**src/rtl/soc_rst_pkg.sv**
```systemverilog
package soc_rst_pkg;
  localparam int PROPS_W        = 8;
  localparam int PROP_SPI_BIT   = 0;
  localparam int PROP_PULSE_BIT = 5;
  localparam int PROP_LEVEL_BIT = 6;

  typedef enum logic [1:0] {
    MODE_NONE  = 2'b00,
    MODE_PULSE = 2'b01,
    MODE_LEVEL = 2'b10,
    MODE_BOTH  = 2'b11
  } rst_mode_e;

  function automatic rst_mode_e mode_of(input logic pulse, input logic level);
    return rst_mode_e'({level, pulse});
  endfunction

  function automatic logic mode_ok(input rst_mode_e m);
    return (m == MODE_PULSE) || (m == MODE_LEVEL);
  endfunction
endpackage

```
**src/rtl/rst_sync.sv**
```systemverilog
module rst_sync #(
  parameter int STAGES = 2
) (
  input  logic clk_i,
  input  logic rst_ni,
  input  logic d_i,
  output logic q_o
);
  logic [STAGES-1:0] chain_q;

  generate
    if (STAGES == 1) begin : g_one
      always_ff @(posedge clk_i or negedge rst_ni) begin
        if (!rst_ni) chain_q <= '1;
        else         chain_q <= d_i;
      end
    end else begin : g_many
      always_ff @(posedge clk_i or negedge rst_ni) begin
        if (!rst_ni) chain_q <= '1;  // idle level is high
        else         chain_q <= {chain_q[STAGES-2:0], d_i};
      end
    end
  endgenerate

  assign q_o = chain_q[STAGES-1];
endmodule

```
**src/rtl/rst_debounce.sv**
```systemverilog
module rst_debounce #(
  parameter int CYCLES = 4
) (
  input  logic clk_i,
  input  logic rst_ni,
  input  logic d_i,
  output logic filt_o,
  output logic fell_o
);
  localparam int CW = $clog2(CYCLES + 1);

  logic          filt_q, fell_q;
  logic [CW-1:0] cnt_q;
  logic          flip;

  assign flip = (d_i != filt_q) && (cnt_q == CW'(CYCLES - 1));

  always_ff @(posedge clk_i or negedge rst_ni) begin
    if (!rst_ni) begin
      filt_q <= 1'b1;
      cnt_q  <= '0;
      fell_q <= 1'b0;
    end else begin
      fell_q <= flip && !d_i;
      if (d_i == filt_q) begin
        cnt_q <= '0;
      end else if (flip) begin
        filt_q <= d_i;
        cnt_q  <= '0;
      end else begin
        cnt_q <= cnt_q + 1'b1;
      end
    end
  end

  assign filt_o = filt_q;
  assign fell_o = fell_q;
endmodule

```
**src/rtl/low_timer.sv**
```systemverilog
module low_timer #(
  parameter int LIMIT = 24_000_000
) (
  input  logic clk_i,
  input  logic rst_ni,
  input  logic low_i,
  output logic expired_o
);
  localparam int CW = $clog2(LIMIT + 1);

  logic [CW-1:0] cnt_q;

  always_ff @(posedge clk_i or negedge rst_ni) begin
    if (!rst_ni)                 cnt_q <= '0;
    else if (!low_i)             cnt_q <= '0;
    else if (cnt_q != CW'(LIMIT)) cnt_q <= cnt_q + 1'b1;  // saturate
  end

  assign expired_o = (cnt_q == CW'(LIMIT));
endmodule

```
**src/rtl/strap_latch.sv**
```systemverilog
module strap_latch
  import soc_rst_pkg::*;
(
  input  logic               clk_i,
  input  logic               rst_ni,
  input  logic               pulse_i,
  input  logic               level_i,
  input  logic               spi_i,
  output logic [PROPS_W-1:0] props_o,
  output rst_mode_e          mode_o
);
  logic               taken_q;
  logic [PROPS_W-1:0] props_q;
  logic [PROPS_W-1:0] props_d;

  always_comb begin
    props_d                 = '0;
    props_d[PROP_SPI_BIT]   = spi_i;
    props_d[PROP_PULSE_BIT] = pulse_i;
    props_d[PROP_LEVEL_BIT] = level_i;
  end

  always_ff @(posedge clk_i or negedge rst_ni) begin
    if (!rst_ni) begin
      taken_q <= 1'b0;
      props_q <= '0;
    end else if (!taken_q) begin
      taken_q <= 1'b1;
      props_q <= props_d;
    end
  end

  assign props_o = props_q;
  assign mode_o  = mode_of(props_q[PROP_PULSE_BIT], props_q[PROP_LEVEL_BIT]);
endmodule

```
**src/rtl/soc_rst_monitor.sv**
```systemverilog
module soc_rst_monitor
  import soc_rst_pkg::*;
#(
  parameter int SYNC_STAGES     = 2,
  parameter int DEBOUNCE_CYCLES = 4,
  parameter int LOW_HOLD_CYCLES = 24_000_000
) (
  input  logic               clk_i,
  input  logic               rst_ni,
  input  logic               rst_line_i,
  input  logic               strap_pulse_i,
  input  logic               strap_level_i,
  input  logic               strap_spi_i,
  input  logic               dbg_active_i,
  output logic               tpm_rst_req_o,
  output logic               deep_sleep_ok_o,
  output logic               strap_bad_o,
  output logic [PROPS_W-1:0] props_o
);
  logic      line_sync, line_filt, line_fell, low_expired, req_q;
  rst_mode_e mode;

  rst_sync #(.STAGES(SYNC_STAGES)) u_sync (
    .clk_i (clk_i),
    .rst_ni(rst_ni),
    .d_i   (rst_line_i),
    .q_o   (line_sync)
  );

  rst_debounce #(.CYCLES(DEBOUNCE_CYCLES)) u_deb (
    .clk_i (clk_i),
    .rst_ni(rst_ni),
    .d_i   (line_sync),
    .filt_o(line_filt),
    .fell_o(line_fell)
  );

  low_timer #(.LIMIT(LOW_HOLD_CYCLES)) u_timer (
    .clk_i    (clk_i),
    .rst_ni   (rst_ni),
    .low_i    (!line_filt),
    .expired_o(low_expired)
  );

  strap_latch u_strap (
    .clk_i  (clk_i),
    .rst_ni (rst_ni),
    .pulse_i(strap_pulse_i),
    .level_i(strap_level_i),
    .spi_i  (strap_spi_i),
    .props_o(props_o),
    .mode_o (mode)
  );

  always_ff @(posedge clk_i or negedge rst_ni) begin
    if (!rst_ni) req_q <= 1'b0;
    else         req_q <= line_fell && mode_ok(mode);
  end

  assign tpm_rst_req_o = req_q;
  assign strap_bad_o   = !mode_ok(mode);
  // release clears on the synchronized line, not the filtered one
  assign deep_sleep_ok_o = low_expired && (mode == MODE_LEVEL) &&
                           !dbg_active_i && !line_sync;
endmodule

```
**config.mk**
```make
export PLATFORM = sky130hd
export DESIGN_NAME = soc_rst_monitor
export DESIGN_NICKNAME = d
export VERILOG_FILES = /design/src/rtl/soc_rst_pkg.sv /design/src/rtl/rst_sync.sv /design/src/rtl/rst_debounce.sv /design/src/rtl/low_timer.sv /design/src/rtl/strap_latch.sv /design/src/rtl/soc_rst_monitor.sv
export SDC_FILE = /design/constraint.sdc
export NUM_CORES = 1
export LEC_CHECK = 0
export BUFFER_PORTS_ARGS = -buffer_cell sky130_fd_sc_hd__buf_4
export CAP_MARGIN = 10
export CORE_MARGIN = 3
export CORE_UTILIZATION = 45
export CTS_CLUSTER_SIZE = 25
export DETAILED_ROUTE_END_ITERATION = 7
export GPL_ROUTABILITY_DRIVEN = 1
export GPL_TIMING_DRIVEN = 1
export SKIP_LAST_GASP = 1
export SLEW_MARGIN = 0
export SYNTH_ARGS = -nofsm -noshare
export SYNTH_HDL_FRONTEND = slang
export SYNTH_SLANG_ARGS = --single-unit
```
**constraint.sdc**
```tcl
create_clock -name clk_i -period 2.2 [get_ports clk_i]
set_input_delay 0.44 -clock clk_i [delete_from_list [all_inputs] [get_ports clk_i]]
set_output_delay 0.44 -clock clk_i [all_outputs]
set_load 0.03 [all_outputs]
```
Word level (Yosys, flattened, before mapping). Index checks and enable logic that the tools add are counted.

Add/sub/neg operators: 2. Mux-type cells: 4. Reductions and logical operators: 12. Equal/unequal tests: 7. Bitwise gates (word level): 1.

Operators by type and width (number): $mux W25 (2); $add A25 B1 Y25 const B (1); $eq A25 B25 Y1 const B (1); $ne A25 B25 Y1 const B (1); $logic_and A1 B1 Y1 (6); $mux W3 (2); $add A3 B1 Y3 const B (1); $eq A3 B2 Y1 const B (1); $logic_not A1 Y1 (3); $eq A2 B1 Y1 const B (1); $eq A2 B2 Y1 const B (1); $reduce_and A2 Y1 (1); $reduce_bool A2 Y1 (1); $eq A1 B1 Y1 (1); $logic_or A1 B1 Y1 (1); $ne A1 B1 Y1 (1); $not A1 Y1 (1).

Output and inout bits: 11. Word-level logic and storage cells: 34. Register bits after elaboration: 37.

Longest topological paths before layout. Gate-level depths: netlist of the first run.

Depth after elaboration: 4. Mapped depth: 6.

Modules after synthesis. A second synthesis of the first run with hierarchy kept.

Cell total of the unflattened synthesis: 179. Area, all modules: 1866.8 um^2.

Modules (own cells, without submodules): low_timer (cells an instance 142, area an instance 1341.3 um^2, times used 1); rst_debounce (cells an instance 13, area an instance 215.2 um^2, times used 1); strap_latch (cells an instance 16, area an instance 193.9 um^2, times used 1); soc_rst_monitor (cells an instance 6, area an instance 63.8 um^2, times used 1); rst_sync (cells an instance 2, area an instance 52.6 um^2, times used 1).

Least setup slack after synthesis of the first run. No wires, ideal clock.

Path kind: register to output. Start: register u_timer.cnt_q[16]. End: output port deep_sleep_ok_o. Required time: 1.760 ns. Arrival time: 1.903 ns. Slack: -0.143 ns. Cell stages (with the launch flop): 4. Cells stage by stage: dfrtp_1 > nor4_1 > or4b_4 > nor3_1.

Longest elaborated chain between the ends: 4.

RTL lines: from (decl) (RTL line low_timer.sv:11) `logic [CW-1:0] cnt_q;`; from (signal assigned) (RTL line low_timer.sv:16) `else if (cnt_q != CW'(LIMIT)) cnt_q <= cnt_q + 1'b1;`; $eq A25 B25 Y1 (RTL line low_timer.sv:19) `assign expired_o = (cnt_q == CW'(LIMIT));`; $logic_and A1 B1 Y1 (2 in a row) (RTL line soc_rst_monitor.sv:63) `assign deep_sleep_ok_o = low_expired && (mode == MODE_LEVEL) &&`; $logic_and A1 B1 Y1 (RTL line soc_rst_monitor.sv:64) `!dbg_active_i && !line_sync;`; to (decl) (RTL line soc_rst_monitor.sv:16) `output logic deep_sleep_ok_o,`.

Every way passes these cells.

Worst setup path in the final report of the first run.
Start: register u_timer.cnt_q[12]. End: output port deep_sleep_ok_o.

Same word-level chain as after synthesis.

==> metrics.log, run 1 <==
INFO  metric status = finished with violations
INFO  metric failed_checks = setup timing
INFO  metric drv_slew = 0
INFO  metric worst_max_slew_pin_slew = 0.6116 ns
INFO  metric routedWlPerCell = 15.82 um
INFO  metric io_buffers = 12
INFO  metric cp_data_arrival_time = 1.80 ns
INFO  metric grt_setup_unrepaired = yes
INFO  metric grt_antenna_before_repair = 0
INFO  metric nNetsFinal = 217
INFO  metric postSynthRegisterBits = 37
INFO  metric initial_utilization = 0.4706
INFO  metric utilization = 0.5362
INFO  metric post_synth_num_cell_types = 39
INFO  metric internal_power_of_the_cells = 1117 uW
INFO  metric dr.pass1.iters = 4
INFO  metric drc = 0
INFO  metric boundaryPins = 18
INFO  metric antenna_violating_nets_post_route = 0
INFO  metric std_cell_rows = 23
INFO  metric floorplan.die_area = 5060 sq um
INFO  metric clkTransAtPathRegs = 0.07 ns
INFO  metric cts_htree_levels = 2
INFO  metric setup_viol = 1
INFO  metric average_cell_area_after_synthesis = 10.21 sq um
INFO  metric syn-instance-count = 187
INFO  metric clkPwrFrac = 0.298
INFO  metric final_common_cell = dfrtp_1
INFO  metric largest_net_degree_at_the_start_of_global_routing = 38
INFO  metric clk_latency = 0.28 ns
INFO  metric net-switching-power = 504.5 uW
INFO  metric fin_ws = -0.04089 ns
INFO  metric floorplan.die.height = 71.14 um
INFO  metric tritoncts_clock_tree = yes
INFO  metric placeable_core_region = 4058 sq um
INFO  metric fraction_of_layout_cells_with_a_size_suffix_above_1 = 0.2126
INFO  metric clkSinkCount = 37
INFO  metric ffs_w_async_s_r_synth = 1.000
INFO  metric via_count_of_the_first_global_routing_pass = 1458
INFO  metric mappedNetlistArea = 1909 sq um
INFO  metric post_detail_place_hpwl = 2815 um
INFO  metric seq_area_frac_synth = 0.4869
INFO  metric post-layout-total-power = 1622 uW
INFO  metric layout.cells.most_common_list = dfrtp_1, buf_4, nor2_1
INFO  metric cts_bufs_inserted = 5
INFO  metric chipWidth = 71.14 um
INFO  metric synth-edff-count = 0
INFO  metric total_negative_slack = -0.04089 ns
INFO  metric timing.fmax = 446.3 MHz
INFO  metric count_of_final_hold_check_violations = 0
INFO  metric grt.total_usage = 0.1765
INFO  metric postRouteWirelength = 4066 um
INFO  metric seq_power_share = 0.552
INFO  metric end_kind = output pin
INFO  metric static-leakage-power = 0.0009674 uW
INFO  metric slew_headroom = 0.5923
INFO  metric power.combinational.fraction = 0.150
INFO  metric min_path_type = input pin to asynchronous set/reset pin
INFO  metric n_antenna_cell = 0
INFO  metric vias_per_std_cell = 5.545
INFO  metric crit_type = flop to output pin
INFO  metric critPathLaunchType = flop
INFO  metric numPlacedInstances = 247
INFO  metric grt_overflow_total = 0
INFO  metric synth_ff_type = dfrtp_1
INFO  metric finClkSkew = 0.004792 ns
INFO  metric dr_total_vias = 1425
INFO  metric power-per-cell-area = 745.3 nW/um^2
INFO  metric power_switching_share = 0.3111
INFO  metric finalCritPeriodShare = 1.019
INFO  metric critical_path_peak_fanout = 6
INFO  metric cts.root.buffer_cell = clkbuf_8
INFO  metric clock_path_buffers = 2
INFO  metric yosys_warnings = 0
INFO  metric post-route-cell-area = 2176 sq um
INFO  metric gp_routability_congestion = 0.8364
INFO  metric layout-area-overhead-vs-synth = 13.96%
INFO  metric grt_first_pass_wirelength = 7003 um
INFO  metric placement.cell_area = 2058 sq um
INFO  metric final_period_minus_worst_setup_slack = 2.241 ns
INFO  metric detailedRoute.firstIterationViolations = 62
INFO  metric maxCapViolations = 0
INFO  metric layout.cells.non_filler = 257
INFO  metric critPathRequiredTime = 1.76 ns
INFO  metric peakVddDrop = 0.6109 mV
==> worst max-delay path: stages (launching register included) <==
cell	delay, ns
dfrtp_1	0.48
nand4_2	0.16
or4b_4	0.56
nor3_2	0.13
buf_4	0.18
==> per-stage QoR <==
stage                     hold WS [ns]  setup slack (ns)
after floorplan                 0.1444            0.1008
after global placement          0.3458            0.1706
after detailed placement        0.3541            0.1442
after CTS                       0.1220          -0.05149
after global routing            0.1349           -0.1442
final                          0.09982          -0.04089
==> synth_stat cells (3+ instances only) <==
library cell	instances	share of area
dfrtp_1	34	0.45
and4_1	3	0.014
nor3_1	4	0.010
o31ai_1	3	0.012
nor4_1	6	0.020
o21ai_0	5	0.013
nand2_1	10	0.020
buf_2	4	0.010
ha_1	4	0.026
mux2_1	4	0.024
inv_1	5	0.0098
or3_1	4	0.013
nand4_1	6	0.020
nor2_1	18	0.035
xnor2_1	3	0.014
a21oi_1	8	0.021
nand3_1	11	0.029
or4_1	3	0.012
buf_4	5	0.020
mux2_2	6	0.035
xor2_1	9	0.041
nor2b_1	9	0.029
dfstp_2	3	0.041
==> cell families after synthesis <==
kind of cell / Yosys count / share of synthesized area
fa+ha+maj: 4 / 0.02621
mux: 10 / 0.05897
flops: 37 / 0.4869
xor+xnor: 12 / 0.05505
simple gates: 87 / 0.2706
compound gates: 18 / 0.05242
other cells: 2 / 0.003933
buf+inv: 17 / 0.04587
==> area by class of cell <==
cell class                      instances  area (sq um)
Clock buffer                            8         90.09
Fill cell                             358          1882
Inverter                                5         18.77
Multi-Input combinational cell        137         924.6
Sequential cell                        37         929.6
Tap cell                               50         62.56
Timing Repair Buffer                   20         150.1
==> power by group through the flow <==
stage	combinational, uW	clock [uW]	sequential, uW
6_report	243	484	895
3_5_place_dp	248	0	908
5_1_grt	282	538	915
2_1_floorplan	235	0	824
3_3_place_gp	231	0	900
4_1_cts	250	499	896
==> worst paths after layout <==
path                                                     from                       endpoint  slack [ns]  cells past startpoint
worst min register to register    u_sync.chain_q[0]$_DFF_PN1_    u_sync.chain_q[1]$_DFF_PN1_        0.36                      0
max in group asynchronous                              rst_ni       u_deb.filt_o$_DFFE_PN1P_        1.73                      1
worst max-delay path            u_timer.cnt_q[12]$_DFFE_PN0P_                deep_sleep_ok_o       -0.04                      4
worst max register to register   u_timer.cnt_q[0]$_DFFE_PN0P_  u_timer.cnt_q[24]$_DFFE_PN0P_        0.15                      5
worst min-delay path                                   rst_ni  u_timer.cnt_q[23]$_DFFE_PN0P_         0.1                      1
min in group clk_i                                 rst_line_i    u_sync.chain_q[0]$_DFF_PN1_        0.26                      1
==> repair_timing <==
| item | CTS | global route |
|---|---|---|
| gates cloned | 0 | 0 |
| hold buffers | 0 | 0 |
| setup endpoints to repair | 1 | 1 |
| gates resized for setup | 2 | 0 |
| pin swaps | 2 | 1 |
| setup buffers | 1 | 1 |
==> registers in the layout (all words and copies together), names as in the netlist <==
signal and count:
tpm_rst_req_o 1, u_deb.cnt_q 3, u_deb.fell_o 1, u_deb.filt_o 1, u_strap.props_o 3, u_strap.taken_q 1
u_sync.chain_q 2, u_timer.cnt_q 25
==> layer usage <==
layer,GRT usage,part of all wire,vias to the layer above
met4,0.05846,0.012,0
met5,0,0,-
met3,0.04830,0.039,5
met2,0.2739,0.49,23
li1,-,-,687
met1,0.2396,0.46,710
Note: power is estimated with default switching activity, not from simulation.
==> inputs of run 2 (changes only) <==
==> constraint.sdc (replaced) <==
create_clock -name clk_i -period 2.7 [get_ports clk_i]
set_input_delay 0.54 -clock clk_i [delete_from_list [all_inputs] [get_ports clk_i]]
set_output_delay 0.54 -clock clk_i [all_outputs]
set_load 0.03 [all_outputs]
==> run 2 against run 1 <==
The run now ends clean. Wire length is 6.7% lower. Clock skew hardly changed. Sequential power is 19% lower. Largest power group unchanged. Non-clock buffer count is 8 lower. Cell area is 3.2% lower.
==> metrics.log, run 2 (synthesis results as in run 1) <==
INFO  metric detailedRoute.firstIterationViolations = 56 (was 62)
INFO  metric std_cell_rows = 23 (unchanged)
INFO  metric drv_slew = 0 (unchanged)
INFO  metric finalCritPeriodShare = 0.9656
INFO  metric grt_overflow_total = 0 (unchanged)
INFO  metric clkTransAtPathRegs = 0.07 ns (about the same)
INFO  metric tritoncts_clock_tree = yes (unchanged)
INFO  metric n_antenna_cell = 0 (unchanged)
INFO  metric grt_antenna_before_repair = 0 (unchanged)
INFO  metric nNetsFinal = 209 (was 217)
INFO  metric holdBufCountCts = 0 (unchanged)
INFO  metric io_buffers = 12 (unchanged)
INFO  metric worst_max_slew_pin_slew = 0.6652 ns (was 0.6116 ns)
INFO  metric placeable_core_region = 4058 sq um (unchanged)
INFO  metric grt.total_usage = 0.1674 (was 0.1765)
INFO  metric largest_net_degree_at_the_start_of_global_routing = 38 (unchanged)
INFO  metric maxCapViolations = 0 (unchanged)
INFO  metric largest-register = u_timer.cnt_q (unchanged)
INFO  metric post_cts_resized = 0 (was 2)
INFO  metric final_common_cell = dfrtp_1 (unchanged)
INFO  metric vias_per_std_cell = 5.550 (was 5.545)
INFO  metric peakVddDrop = 0.5492 mV (was 0.6109 mV)
INFO  metric layout.cells.non_filler = 249 (was 257)
INFO  metric crit_type = flop to output pin (unchanged)
INFO  metric grt_setup_unrepaired = no (was yes)
INFO  metric cts_htree_levels = 2 (unchanged)
INFO  metric dr_total_vias = 1382 (was 1425)
INFO  metric timing.fmax = 383.5 MHz
INFO  metric cts.root.buffer_cell = clkbuf_8 (unchanged)
INFO  metric cp_data_arrival_time = 2.07 ns (was 1.80 ns)
INFO  metric min_path_type = input pin to asynchronous set/reset pin (unchanged)
INFO  metric clkSinkCount = 37 (unchanged)
INFO  metric routedWlPerCell = 15.23 um (was 15.82 um)
INFO  metric finClkSkew = 0.004905 ns (was 0.004792 ns)
INFO  metric chipWidth = 71.14 um (unchanged)
INFO  metric drc = 0 (unchanged)
INFO  metric static-leakage-power = 0.0009286 uW (was 0.0009674 uW)
INFO  metric setup_viol = 0 (was 1)
INFO  metric gp_routability_congestion = 0.7797 (was 0.8364)
INFO  metric count_of_final_hold_check_violations = 0 (unchanged)
INFO  metric final_period_minus_worst_setup_slack = 2.607 ns
INFO  metric floorplan.die_area = 5060 sq um (unchanged)
INFO  metric number_of_cells_traversed_by_the_worst_register_to_register_path = 5 (unchanged)
INFO  metric via_count_of_the_first_global_routing_pass = 1397 (was 1458)
INFO  metric initial_utilization = 0.4706 (unchanged)
INFO  metric cts_post_setup_buffers_inserted = 0 (was 1)
INFO  metric post_detail_place_hpwl = 2633 um (was 2815 um)
INFO  metric layout.cells.most_common_list = dfrtp_1, nor2_1, buf_4 (was dfrtp_1, buf_4, nor2_1)
INFO  metric power-per-cell-area = 623.2 nW/um^2 (was 745.3 nW/um^2)
INFO  metric largest_register_ffs = 25 (unchanged)
INFO  metric antenna_violating_nets_post_route = 0 (unchanged)
INFO  metric critPathRequiredTime = 2.16 ns (was 1.76 ns)
INFO  metric grt_first_pass_wirelength = 6624 um (was 7003 um)
INFO  metric boundaryPins = 18 (unchanged)
INFO  metric critPathLaunchType = flop (unchanged)
INFO  metric clk_latency = 0.29 ns (was 0.28 ns)
INFO  metric status = finished clean (was finished with violations)
INFO  metric end_kind = output pin (unchanged)
INFO  metric floorplan.die.height = 71.14 um (unchanged)
INFO  metric dr.pass1.iters = 4 (unchanged)
INFO  metric cts_bufs_inserted = 5 (unchanged)
INFO  metric critical_path_peak_fanout = 6 (unchanged)
INFO  metric hold_slack = 0.1982 ns (was 0.09982 ns)
INFO  metric total_negative_slack = 0 ns (was -0.04089 ns)
INFO  metric clock_path_buffers = 2 (unchanged)
INFO  metric layout-area-overhead-vs-synth = 10.29% (was 13.96%)
INFO  metric numPlacedInstances = 241 (was 247)
INFO  metric fraction_of_layout_cells_with_a_size_suffix_above_1 = 0.1809 (was 0.2126)
INFO  metric postRouteWirelength = 3792 um (was 4066 um)
INFO  metric slew_headroom = 0.5503 (was 0.5923)
run 2: per-stage QoR:
| step | total power (uW) | setup slack [ns] | instance area (sq um) | util |
|---|---|---|---|---|
| 2_1_floorplan | 862.3 | 0.2573 | 1924 | - |
| 3_3_place_gp | 919.4 | 0.4819 | 2008 | 0.4949 |
| 3_5_place_dp | 933.5 | 0.4347 | 2008 | 0.4949 |
| 4_1_cts | 1329 | 0.05341 | 2100 | 0.5174 |
| 5_1_grt | 1402 | 0.02451 | 2106 | 0.5190 |
| 6_report | 1312 | 0.09276 | 2106 | 0.5190 |
run 2: metal layers:
layer,up-vias,part of all wire,global-route usage
met5,-,0,0
met4,0,0.012,0.05637
met3,5,0.033,0.04261
met2,18,0.48,0.2709
met1,683,0.48,0.2192
li1,676,-,-
run 2: area by class of cell:
type                            instances  area, sq um
Timing Repair Buffer                   12        90.09
Sequential cell                        37        929.6
Fill cell                             372         1952
Multi-Input combinational cell        137        913.4
Tap cell                               50        62.56
Clock buffer                            5        68.82
Inverter                                5        18.77
Clock inverter                          3        22.52
run 2: worst max-delay path, cell delays in order (launching register included):
cell     delay [ns]
dfrtp_1        0.46
nor4_2         0.35
or4b_4         0.54
nor3_1         0.23
buf_4          0.20
run 2: worst paths after layout:
check                                                end                           from  slack [ns]
min in group clk_i           u_sync.chain_q[0]$_DFF_PN1_                     rst_line_i        0.35
setup reg to reg           u_timer.cnt_q[24]$_DFFE_PN0P_   u_timer.cnt_q[0]$_DFFE_PN0P_        0.65
max in group asynchronous       u_deb.filt_o$_DFFE_PN1P_                         rst_ni        2.14
hold / removal             u_timer.cnt_q[23]$_DFFE_PN0P_                         rst_ni        0.20
hold reg to reg              u_sync.chain_q[1]$_DFF_PN1_    u_sync.chain_q[0]$_DFF_PN1_        0.36
setup / recovery                         deep_sleep_ok_o  u_timer.cnt_q[16]$_DFFE_PN0P_        0.09
run 2: power by group:
part,total (uW),internal [uW],switching [uW]
Sequential,725,611,114
Combinational,194,88.1,106
Clock,393,183,210
Total,1310,882,430
